`src/rtl/dp_pkg.sv`:
```
package dp_pkg;
  typedef enum logic [1:0] {
    CAUSE_NORMAL  = 2'd0,
    CAUSE_ILOCK   = 2'd1,
    CAUSE_ARC     = 2'd2,
    CAUSE_POWERUP = 2'd3
  } stop_cause_e;

  typedef enum logic [1:0] {
    ST_DISCH   = 2'd0,
    ST_CONFIRM = 2'd1,
    ST_SAFE    = 2'd2,
    ST_LATCH   = 2'd3
  } dp_state_e;
endpackage

```
`src/rtl/dp_node_eval.sv`:
```
module dp_node_eval #(
  parameter int N_NODES = 3,
  parameter int VW      = 12
) (
  input  logic [N_NODES*VW-1:0] volt,
  input  logic [N_NODES-1:0]    ok,
  input  logic [N_NODES-2:0]    seg_mask,
  input  logic [VW-1:0]         thr,
  output logic                  all_below,
  output logic                  any_invalid
);
  logic [N_NODES-1:0] req;
  logic [N_NODES-1:0] good;

  for (genvar i = 0; i < N_NODES; i++) begin : g_node
    if (i == 0) begin : g_main
      assign req[i] = 1'b1;
    end else begin : g_seg
      assign req[i] = seg_mask[i-1];
    end
    assign good[i] = ok[i] && (volt[i*VW +: VW] <= thr);
  end

  assign all_below   = &(good | ~req);
  assign any_invalid = |(req & ~ok);
endmodule

```
`src/rtl/dp_elapsed.sv`:
```
module dp_elapsed #(
  parameter int TW = 16
) (
  input  logic          clk,
  input  logic          rst_n,
  input  logic          clr,
  input  logic          run,
  output logic [TW-1:0] elapsed
);
  always_ff @(posedge clk or negedge rst_n) begin
    if (!rst_n)   elapsed <= '0;
    else if (clr) elapsed <= '0;
    else if (run) elapsed <= elapsed + 1'b1;
  end
endmodule

```
`src/rtl/dp_record.sv`:
```
module dp_record #(
  parameter int VW = 12
) (
  input  logic          clk,
  input  logic          rst_n,
  input  logic          clr,
  input  logic          take,
  input  logic [VW-1:0] main_v,
  input  logic          set_to,
  output logic [VW-1:0] start_v,
  output logic [VW-1:0] end_v,
  output logic          to_flag
);
  logic first;

  always_ff @(posedge clk or negedge rst_n) begin
    if (!rst_n) begin
      first   <= 1'b1;
      start_v <= '0;
      end_v   <= '0;
      to_flag <= 1'b0;
    end else if (clr) begin
      first   <= 1'b1;
      start_v <= '0;
      end_v   <= '0;
      to_flag <= 1'b0;
    end else begin
      if (take) begin
        end_v <= main_v;
        if (first) begin
          start_v <= main_v;
          first   <= 1'b0;
        end
      end
      if (set_to) to_flag <= 1'b1;
    end
  end
endmodule

```
`src/rtl/dp_proof_ctrl.sv`:
```
module dp_proof_ctrl
  import dp_pkg::*;
#(
  parameter int N_NODES = 4,
  parameter int VW      = 12,
  parameter int TW      = 16,
  parameter int CONF_N  = 4
) (
  input  logic                  clk,
  input  logic                  rst_n,
  input  logic                  stop_valid,
  input  logic [1:0]            stop_cause,
  input  logic [N_NODES-2:0]    seg_mask,
  input  logic [VW-1:0]         threshold,
  input  logic [TW-1:0]         timeout,
  input  logic                  samp_valid,
  output logic                  samp_ready,
  input  logic [N_NODES*VW-1:0] samp_volt,
  input  logic [N_NODES-1:0]    samp_ok,
  output logic                  dis_en,
  output logic                  proof_pass,
  output logic                  latch_req,
  output logic                  reen_block,
  output logic [VW-1:0]         rec_start_v,
  output logic [VW-1:0]         rec_end_v,
  output logic [TW-1:0]         rec_elapsed,
  output logic                  rec_timeout
);
  localparam int CW = (CONF_N > 1) ? $clog2(CONF_N) : 1;
  localparam logic [CW-1:0] CONF_LAST = CW'(CONF_N - 1);

  dp_state_e   state;
  stop_cause_e cause;
  logic [CW-1:0] conf_cnt;
  logic frozen;

  logic restart, take, all_below, any_invalid;
  logic pass_now, bad_now, tmo_hit, strict, fail_now, run;

  dp_node_eval #(.N_NODES(N_NODES), .VW(VW)) u_eval (
    .volt        (samp_volt),
    .ok          (samp_ok),
    .seg_mask    (seg_mask),
    .thr         (threshold),
    .all_below   (all_below),
    .any_invalid (any_invalid)
  );

  always_comb begin
    restart = stop_valid &&
              ((state == ST_SAFE) ||
               (((state == ST_DISCH) || (state == ST_CONFIRM)) && (cause != CAUSE_ARC)));
    samp_ready = (state == ST_DISCH) && !restart;
    take       = samp_valid && samp_ready;
    pass_now   = take && all_below;
    bad_now    = take && any_invalid;
    tmo_hit    = (state == ST_DISCH) && !frozen && (rec_elapsed == timeout) && !restart;
    strict     = (cause != CAUSE_NORMAL);
    fail_now   = !pass_now && strict && (bad_now || tmo_hit);
    run        = (state == ST_DISCH) && !restart && !pass_now && !fail_now &&
                 !tmo_hit && !frozen;
  end

  dp_elapsed #(.TW(TW)) u_elapsed (
    .clk     (clk),
    .rst_n   (rst_n),
    .clr     (restart),
    .run     (run),
    .elapsed (rec_elapsed)
  );

  dp_record #(.VW(VW)) u_record (
    .clk     (clk),
    .rst_n   (rst_n),
    .clr     (restart),
    .take    (take),
    .main_v  (samp_volt[VW-1:0]),
    .set_to  (tmo_hit && !pass_now),
    .start_v (rec_start_v),
    .end_v   (rec_end_v),
    .to_flag (rec_timeout)
  );

  always_ff @(posedge clk or negedge rst_n) begin
    if (!rst_n) begin
      state    <= ST_DISCH;
      cause    <= CAUSE_POWERUP;
      conf_cnt <= '0;
      frozen   <= 1'b0;
    end else if (restart) begin
      state    <= ST_DISCH;
      cause    <= stop_cause_e'(stop_cause);
      conf_cnt <= '0;
      frozen   <= 1'b0;
    end else begin
      unique case (state)
        ST_DISCH: begin
          if (pass_now) begin
            state    <= ST_CONFIRM;
            conf_cnt <= '0;
          end else if (fail_now) begin
            state <= ST_LATCH;
          end else if (tmo_hit) begin
            frozen <= 1'b1;
          end
        end
        ST_CONFIRM: begin
          if (conf_cnt == CONF_LAST) state <= ST_SAFE;
          else conf_cnt <= conf_cnt + 1'b1;
        end
        ST_SAFE:  state <= ST_SAFE;
        ST_LATCH: state <= ST_LATCH;
        default:  state <= ST_LATCH;
      endcase
    end
  end

  assign dis_en     = (state != ST_SAFE);
  assign reen_block = (state != ST_SAFE);
  assign proof_pass = (state == ST_CONFIRM) || (state == ST_SAFE);
  assign latch_req  = (state == ST_LATCH);
endmodule

```
`config.mk`:
```
export PLATFORM = sky130hd
export DESIGN_NAME = dp_proof_ctrl
export DESIGN_NICKNAME = d
export VERILOG_FILES = /design/src/rtl/dp_pkg.sv /design/src/rtl/dp_node_eval.sv /design/src/rtl/dp_elapsed.sv /design/src/rtl/dp_record.sv /design/src/rtl/dp_proof_ctrl.sv
export SDC_FILE = /design/constraint.sdc
export NUM_CORES = 1
export LEC_CHECK = 0
export BUFFER_PORTS_ARGS = -buffer_cell sky130_fd_sc_hd__buf_2
export CAP_MARGIN = 20
export CORE_MARGIN = 4
export CORE_UTILIZATION = 40
export DETAILED_ROUTE_END_ITERATION = 6
export GPL_ROUTABILITY_DRIVEN = 0
export PLACE_DENSITY = 0.66
export SLEW_MARGIN = 0
export SYNTH_ARGS = -nofsm -noshare
export SYNTH_HDL_FRONTEND = slang
export SYNTH_HIERARCHICAL = 1
export SYNTH_SLANG_ARGS = --single-unit
```
`constraint.sdc`:
```
create_clock -name clk -period 3.3 [get_ports clk]
set_clock_uncertainty 0.2 [all_clocks]
set_input_delay 0.66 -clock clk [delete_from_list [all_inputs] [get_ports clk]]
set_output_delay 0.66 -clock clk [all_outputs]
set_load 0.005 [all_outputs]
```
### Yosys cells after proc, flatten, opt, wreduce, memory -nomap -nowiden

Cells that the tools add are included.

* output and inout bits: 46
* word-level logic and storage cells: 101
* bits of input ports: 89
* bits in registers: 49

* reduce and logical (&&, ||, !) cells: 44
* eq/ne operators: 13
* magnitude comparators: 4
* mux-type cells: 25
* bitwise logic cells: 4
* add/subtract/negate cells: 2

Operators with widths (number)
* two-way mux 12 bit: 5
* <= comparator 12 bit: 4
* two-way mux 16 bit: 2
* logical AND 1 bit: 20
* adder 16 x 1 -> 16 bit (second input constant): 1
* == test 16 bit: 1
* two-way mux 2 bit: 7
* nonzero test 2 bit: 7
* two-way mux 1 bit: 9
* != test 2 bit (second input constant): 4
* NOT 4 bit: 2
* one-hot mux 2 bit (4 select lines): 1
* AND reduction 4 bit: 2
* == test 2 bit (second input constant): 3
* != test 3 bit (second input constant): 2
* logical NOT 1 bit: 5
* AND 4 bit: 1
* logical OR 1 bit: 4
* != test 4 bit (second input constant): 1
* OR 4 bit: 1
* one-hot mux 2 bit (2 select lines): 1
* AND reduction 2 bit: 2
* OR reduction 4 bit: 1
* != test 3 x 2 -> 1 bit (second input constant): 1
* other kinds (5): 5

### Depth between registers and ports, before layout

Gate-level depths: netlist (run 1).

* word-level depth: 18
* gate-level depth with buffers: 16
* depth with buffers taken out: 15

### Cells and area by module

Netlist (run 1), hierarchy kept.

Modules (own cells, without submodules)
* dp_record: seq. area each 651.9 um^2, cells an instance 100, times used 1, area an instance 1191.1 um^2
* dp_node_eval: seq. area each 0.0 um^2, cells an instance 140, times used 1, area an instance 1136.1 um^2
* dp_elapsed: seq. area each 400.4 um^2, cells an instance 82, times used 1, area an instance 872.1 um^2
* dp_proof_ctrl: seq. area each 177.7 um^2, cells an instance 93, times used 1, area an instance 784.5 um^2

### Least setup slack after synthesis (run 1)

OpenSTA, ideal clock, no wires.

* path kind: in2reg
* start: input port threshold[1]
* end: register u_elapsed.elapsed[15]
* cell stages on the path: 16
* path slack: -362 ps
* data required time: 2975 ps
* library setup time: 125 ps
* arrival: 3336 ps
* path buffers: 1
* cells stage by stage: inv_1 -> ha_1 -> nor2b_4 -> o211ai_2 -> a21oi_1 -> a2111oi_2 -> o22ai_1 -> nor4_2 -> o21ai_0 -> nand2_1 -> nor3_1 -> buf_4 -> o211ai_4 -> nor3_2 -> nor3b_2 -> mux2_4

* cells in the longest elaborated chain, start to end: 13
* elaborated cells between the ends (all ways): 20
* classes of those cells: order compare (4); bitwise (1); reduce/logical (15)

RTL lines
* from (decl): RTL line dp_proof_ctrl.sv:14 `input logic [VW-1:0] threshold,`
* <= comparator 12 bit: RTL line dp_node_eval.sv:21 `assign good[i] = ok[i] && (volt[i*VW +: VW] <= thr);`
* logical AND 1 bit: RTL line dp_node_eval.sv:21
* OR 4 bit (*): RTL line dp_node_eval.sv:24 `assign all_below = &(good | ~req);`
* AND reduction 4 bit (*): RTL line dp_node_eval.sv:24
* named net all_below: RTL line dp_proof_ctrl.sv:37 `logic restart, take, all_below, any_invalid;`
* logical AND 1 bit (*): RTL line dp_proof_ctrl.sv:55 `pass_now = take && all_below;`
* logical NOT 1 bit (*): RTL line dp_proof_ctrl.sv:59, dp_proof_ctrl.sv:60
* logical AND 1 bit (2 in series): RTL line dp_proof_ctrl.sv:59 `fail_now = !pass_now && strict && (bad_now || tmo_hit);`
* logical NOT 1 bit: RTL line dp_proof_ctrl.sv:60 `run = (state == ST_DISCH) && !restart && !pass_now && !fail_now &&`
* logical AND 1 bit (*) (2 in series): RTL line dp_proof_ctrl.sv:60
* logical AND 1 bit (*): RTL line dp_proof_ctrl.sv:61 `!tmo_hit && !frozen;`
* named net run: RTL line dp_proof_ctrl.sv:38 `logic pass_now, bad_now, tmo_hit, strict, fail_now, run;`
* nonzero test 2 bit (no source line) (*)
* to (signal assigned): RTL line dp_elapsed.sv:13 `else if (run) elapsed <= elapsed + 1'b1;`
* to (decl): RTL line dp_elapsed.sv:8 `output logic [TW-1:0] elapsed`

The timed path passes the listed nets; every way through them passes the cells marked *.
A chain may end at the register's enable or synchronous reset.

### Worst setup path in the final report (run 1)

* start: input port threshold[7]
* end: register u_elapsed.elapsed[15]

Same word-level chain as after synthesis.

==> results of run 1 <==
==> cells in the mapped netlist, types with 6 or more instances <==
cell and instances:
xnor2_1 22, a21oi_1 33, a21bo_1 7, dfrtp_1 46, ha_1 55, nor2_1 41, a21oi_2 8, o21ai_0 12
buf_6 6, nand4_1 20, nand2_1 18, nand3_1 19, nor2b_1 6, mux2i_1 13, inv_1 24
==> metrics by stage <==
step                      setup TNS [ns]   util  hold WS [ns]  setup slack (ns)
after global placement             -7.11  0.528         0.259            -0.576
final                             -0.552  0.563         0.247           -0.0979
after CTS                         -0.210  0.548         0.272           -0.0934
after global routing               -2.55  0.563         0.298            -0.244
after floorplan                   -0.901      -         0.164            -0.328
after detailed placement           -7.99  0.528         0.276            -0.607
==> flip-flops by register name (all words and copies together) (netlist names) <==
register / count
cause: 2
conf_cnt: 2
frozen: 1
state: 2
u_elapsed/elapsed: 16
u_record/end_v: 12
u_record/first: 1
u_record/start_v: 12
u_record/to_flag: 1
==> worst paths after layout <==
kind | startpoint | endpoint | slack [ns]
worst max-delay path | threshold[7] | u_elapsed/elapsed[15] | -0.1
worst min-delay path | rst_n | state[0] | 0.25
worst max register to register | state[1] | u_elapsed/elapsed[15] | 0.58
worst min register to register | cause[1] | cause[1] | 0.29
max in group asynchronous | rst_n | u_record/start_v[11] | 2.22
min in group clk | cause[1] | cause[1] | 0.29
==> power by group <==
part	internal (W)	leakage (nW)	switching [W]
Sequential	0.000722	0.663	0.000125
Clock	0.000171	0.0455	0.000192
Combinational	0.000519	2.00	0.000559
==> layer usage <==
layer / vias up / track usage
met5: - / 0
met4: 0 / 0.0442
met3: 9 / 0.0330
met2: 97 / 0.327
met1: 1763 / 0.256
li1: 1861 / -
==> final cells by class <==
type / count / area [sq um] / area share
multi-input cells: 326 / 2770 / 0.506
flip-flops and latches: 49 / 1230 / 0.224
repair buffers: 189 / 1110 / 0.203
well taps: 133 / 166 / 0.0304
inverters: 25 / 104 / 0.0190
clock buffers: 8 / 90.1 / 0.0164
==> cells by family (layout without fill, tap and decap cells) <==
kind of cell | count (synthesis) | count (layout) | synth area share
AO/OA/AOI/OAI | 95 | 95 | 0.176
flip-flops | 49 | 49 | 0.309
buffers and inverters | 40 | 222 | 0.0562
adder cells (fa/ha/maj) | 55 | 55 | 0.173
AND/OR/NAND/NOR | 135 | 135 | 0.190
multiplexers | 15 | 15 | 0.0393
XOR/XNOR | 26 | 26 | 0.0572
==> layout by cell type, fill, tap and decap left out, drive strengths merged, types with 3 or more instances in the layout <==
| cell | instances |
|---|---|
| buf | 189 |
| ha | 55 |
| dfrtp | 46 |
| nor2 | 41 |
| a21oi | 41 |
| inv | 23 |
| xnor2 | 22 |
| nand4 | 21 |
| nand3 | 19 |
| nand2 | 18 |
| mux2i | 13 |
| o21ai | 13 |
| a21bo | 12 |
| clkbuf | 8 |
| nor2b | 7 |
| nor4 | 6 |
| a21o | 5 |
| a22oi | 5 |
| o211ai | 5 |
| nor3 | 5 |
| nand2b | 4 |
| xor2 | 4 |
| and3 | 3 |
| dfstp | 3 |
| or3 | 3 |
==> what timing repair did <==
action | 4_1_cts | 5_1_grt
pin swaps | 23 | 19
endpoints found under the setup margin | 13 | 15
resized for setup | 13 | 19
buffers inserted | 4 | 8
==> impl_metrics.ini, run 1 <==
[cells_and_area]
fin_nets = 740
final_area_sq_um = 5480
syn2layout_area_growth_pct = 37.5
n_antenna_cell = 0
num-fill-cells = 911
stdcell_count = 730
layout-drive-gt1-share = 0.437

[clock_network]
postCtsHoldBufs = 0
clkSinkCount = 49
numCtsBuffers = 5
cts_root_buf = clkbuf_8
clockBufferDepth = 2
htreeDepth = 2
cts_tree = done
clk-insertion-delay-late_ns = 0.31
path_clk_slew_ns = 0.09

[power_and_ir_drop]
vdd_drop_max_v = 0.000183
p_total_w = 0.00229
power_per_cell_area_nw_per_um2 = 418
p_leak_nw = 2.71

[yosys]
ys.flop_type = dfrtp_1
synth_area_leaders = dfrtp_1, ha_1, xnor2_1
synth-edff-count = 0
yosysTopAreaCellShare = 0.289
syn-num-nets = 559
synth.avg_cell_area_sq_um = 9.60
ys_ff_latch = 49
ys_types = 59
synthCells = 415
ys_warn_count = 6
yosysTopAreaCell = dfrtp_1
yosysSeqAreaShare = 0.309
async_flop_share = 1.00
syn_area_sq_um = 3980

[floorplanning]
core-area_sq_um = 9730
die_w_um = 108
rows = 36
die_y_um = 108
io_pins = 135
start_util = 0.409
die-area_sq_um = 11600

[grt]
grt_pass1_wl_um = 17900
grt_max_degree = 50
overflow = 0
grt_use_total = 0.193
antenna_found_initial = 0
grt_pass1_vias = 3692

[critical_path]
crit_family = simple AND/OR/NAND/NOR gates
slowest_stage = mux2_4
critical_path_class = input pin to flip-flop
crit_path_cell_trace = buf_8 > clkinvlp_4 > buf_6 > ha_4 > nand4_1 > a21oi_2 > o21bai_1 > a21oi_2 > nor4_4 > o21ai_2 > nand2_2 > nor3_4 > o211ai_4 > nor3_2 > nor3b_2 > mux2_4
cp_num_buf_inv = 3
endpoint_kind = flip-flop
startpoint_type = input pin
path_depth = 16
cp.required_ns = 3.30
critPathMaxFanout = 4
critical_path_arrival_ns = 3.40
worst_r2r_path_depth = 9
cp_slowest_stage_delay_ns = 0.31
crit_top_cell = a21oi_2

[timing]
relSlewSlack = 0.584
tightest_slew_ns = 0.624
fmax_mhz = 294
setup_viol = 8
slew_viol_final = 0
rsz0062_at_grt = yes
hold_viol = 0
setup_slack_ns = -0.0979
post-route-period-util = 1.03
final.min_clock_period_ns = 3.40

[detailed_routing]
vias = 3730
drc_errors = 0
drtIter0Drc = 148
drtPass1Iterations = 4
antenna_left = 0
avgRoutedWirePerCell_um = 15.5
dr.max_layer_used = met4
routed_wl_um = 11300
wl_met3_um = 581
met1_length_um = 5060
dr_wl_met2_um = 5570
vias_per_cell = 5.11

[placed_design]
numPortBuffers = 134
placed_area_sq_um = 5140
placedCellCount = 713
hpwl_um = 8940

[min_path]
hold_path.class = input pin to asynchronous set/reset pin

[status]
status = complete, but fails checks
violations = negative setup slack

[flow_run]
cap_viol_max_count = 0
No activity file was read; power rests on OpenSTA's default activity.
==> run 2: changes to the inputs <==
--- a/config.mk
+++ b/config.mk
@@ -9,6 +9,7 @@
 export CAP_MARGIN = 20
 export CORE_MARGIN = 4
 export CORE_UTILIZATION = 40
+export CTS_BUF_LIST = sky130_fd_sc_hd__clkbuf_4
 export DETAILED_ROUTE_END_ITERATION = 6
 export GPL_ROUTABILITY_DRIVEN = 0
 export PLACE_DENSITY = 0.66
==> impl_metrics.ini, run 2 (synthesis results as in run 1) <==
[placed_design]
placedCellCount = 713
placed_area_sq_um = 5140
numPortBuffers = 134
hpwl_um = 8940

[critical_path]
cp_num_buf_inv = 5
cp.required_ns = 3.38
critical_path_class = input pin to flip-flop
critical_path_arrival_ns = 3.39
critPathMaxFanout = 4
r2r_slack_ns = 0.65
cp_slowest_stage_delay_ns = 0.32
slowest_stage = ha_4
crit_path_cell_trace = buf_8 > clkinvlp_4 > ha_4 > nand4_1 > or2_4 > buf_4 > buf_6 > o21ai_2 > o22ai_2 > nor4_2 > buf_4 > o21ai_2 > nand2_2 > nor3_4 > o211ai_4 > nor3_2 > nor3b_2 > mux2_4
endpoint_kind = flip-flop
startpoint_type = input pin
crit_family = simple AND/OR/NAND/NOR gates

[timing]
tightest_slew_ns = 0.623
relSlewSlack = 0.585
rsz0062_at_grt = yes
final.min_clock_period_ns = 3.31
fmax_mhz = 302
hold_viol = 0
slew_viol_final = 0
setup_slack_ns = -0.0101
setup_viol = 1
post-route-period-util = 1.00

[detailed_routing]
drtIter0Drc = 137
avgRoutedWirePerCell_um = 15.6
vias_per_cell = 5.12
routed_wl_um = 11300
drtPass1Iterations = 5
antenna_left = 0
drc_errors = 0
vias = 3709

[clock_network]
cts_root_buf = clkbuf_4
clk-insertion-delay-late_ns = 0.37
numCtsBuffers = 5
clockBufferDepth = 2
htreeDepth = 2
path_clk_slew_ns = 0.14
cts_tree = done
clkSinkCount = 49

[power_and_ir_drop]
p_clk_frac = 0.128
power_per_cell_area_nw_per_um2 = 410
power_frac_seq = 0.384
p_leak_nw = 2.69
intPower_w = 0.00133
combinationalPowerShare = 0.487
vdd_drop_max_v = 0.000192
swShare = 0.395
p_sw_w = 0.000871

[cells_and_area]
reg_top3 = u_elapsed/elapsed: 16 flops, u_record/end_v: 12 flops, u_record/start_v: 12 flops
fin_nets = 735
num-fill-cells = 917
largest_reg_flops = 16
n_antenna_cell = 0
final_area_sq_um = 5380
top_register = u_elapsed/elapsed
post-route-util = 0.553
layout-drive-gt1-share = 0.432
syn2layout_area_growth_pct = 35.1
final_cell_mix = buf_2, ha_1, buf_4
stdcell_count = 725
final_common_cell = buf_2

[floorplanning]
die-area_sq_um = 11600
start_util = 0.409
core-area_sq_um = 9730
rows = 36
die_w_um = 108
io_pins = 135
die_y_um = 108

[grt]
grt_use_total = 0.190
grt_pass1_wl_um = 17800
grt_pass1_vias = 3686
overflow = 0
grt_max_degree = 50
antenna_found_initial = 0

[min_path]
hold_path.class = input pin to asynchronous set/reset pin

[status]
status = complete, but fails checks
violations = negative setup slack

[flow_run]
cap_viol_max_count = 0
-- run 2: changes by cell type in the layout (fill, tap and decap cells not counted), sizes merged --
cell	previous run	this run
clkinv	0	1
buf	189	184
clkbuf	8	7
-- run 2: repair_timing --
item,in CTS,in global routing
endpoints found under the setup margin,12,13
buffers inserted,3,2
hold buffers,0,0
pin swaps,15,13
hold endpoints to repair,0,0
resized for setup,8,19
cloned,0,0
-- run 2: final timing paths --
| check | from | endpoint | cells past startpoint |
|---|---|---|---|
| max | threshold[7] | u_elapsed/elapsed[15] | 18 |
| min | rst_n | state[0] | 2 |
| max reg2reg | state[0] | u_elapsed/elapsed[15] | 9 |
| min reg2reg | cause[1] | cause[1] | 2 |
| max in group asynchronous | rst_n | u_record/start_v[1] | 2 |
| min in group clk | stop_cause[1] | cause[1] | 3 |
-- run 2: final cells by class --
type                    instances  area (sq um)  area share
multi-input cells             326          2750       0.511
flip-flops and latches         49          1230       0.229
repair buffers                184          1070       0.199
well taps                     133           166      0.0309
inverters                      25           104      0.0193
clock buffers                   7          52.6     0.00977
clock inverters                 1          3.75    0.000698
-- run 2: through the flow --
stage,TNS [ns],hold slack [ns],total power (W),worst slack (ns)
6_report,-0.0101,0.170,0.00221,-0.0101
5_1_grt,-0.343,0.209,0.00239,-0.0716
4_1_cts,0,0.188,0.00220,0.0261
2_1_floorplan,-0.901,0.164,0.00154,-0.328
3_5_place_dp,-7.99,0.276,0.00191,-0.607
3_3_place_gp,-7.11,0.259,0.00188,-0.576
-- run 2: power groups by stage --
| stage | Sequential (W) | Clock (W) | Combinational (W) |
|---|---|---|---|
| after global routing | 0.000869 | 0.000320 | 0.00120 |
| after detailed placement | 0.000859 | 0 | 0.00105 |
| after global placement | 0.000857 | 0 | 0.00102 |
| after CTS | 0.000848 | 0.000293 | 0.00106 |
| final | 0.000848 | 0.000283 | 0.00107 |
| after floorplan | 0.000812 | 0 | 0.000727 |
-- run 2: routing by layer --
layer  track usage  vias up  routed length [um]  part of all wire
li1              -     1851                   -                 -
met1         0.254     1749                5070              0.45
met2         0.323      100                5540              0.49
met3        0.0330        9                 573             0.051
met4        0.0406        0                 122             0.011
met5             0        -                   0                 0
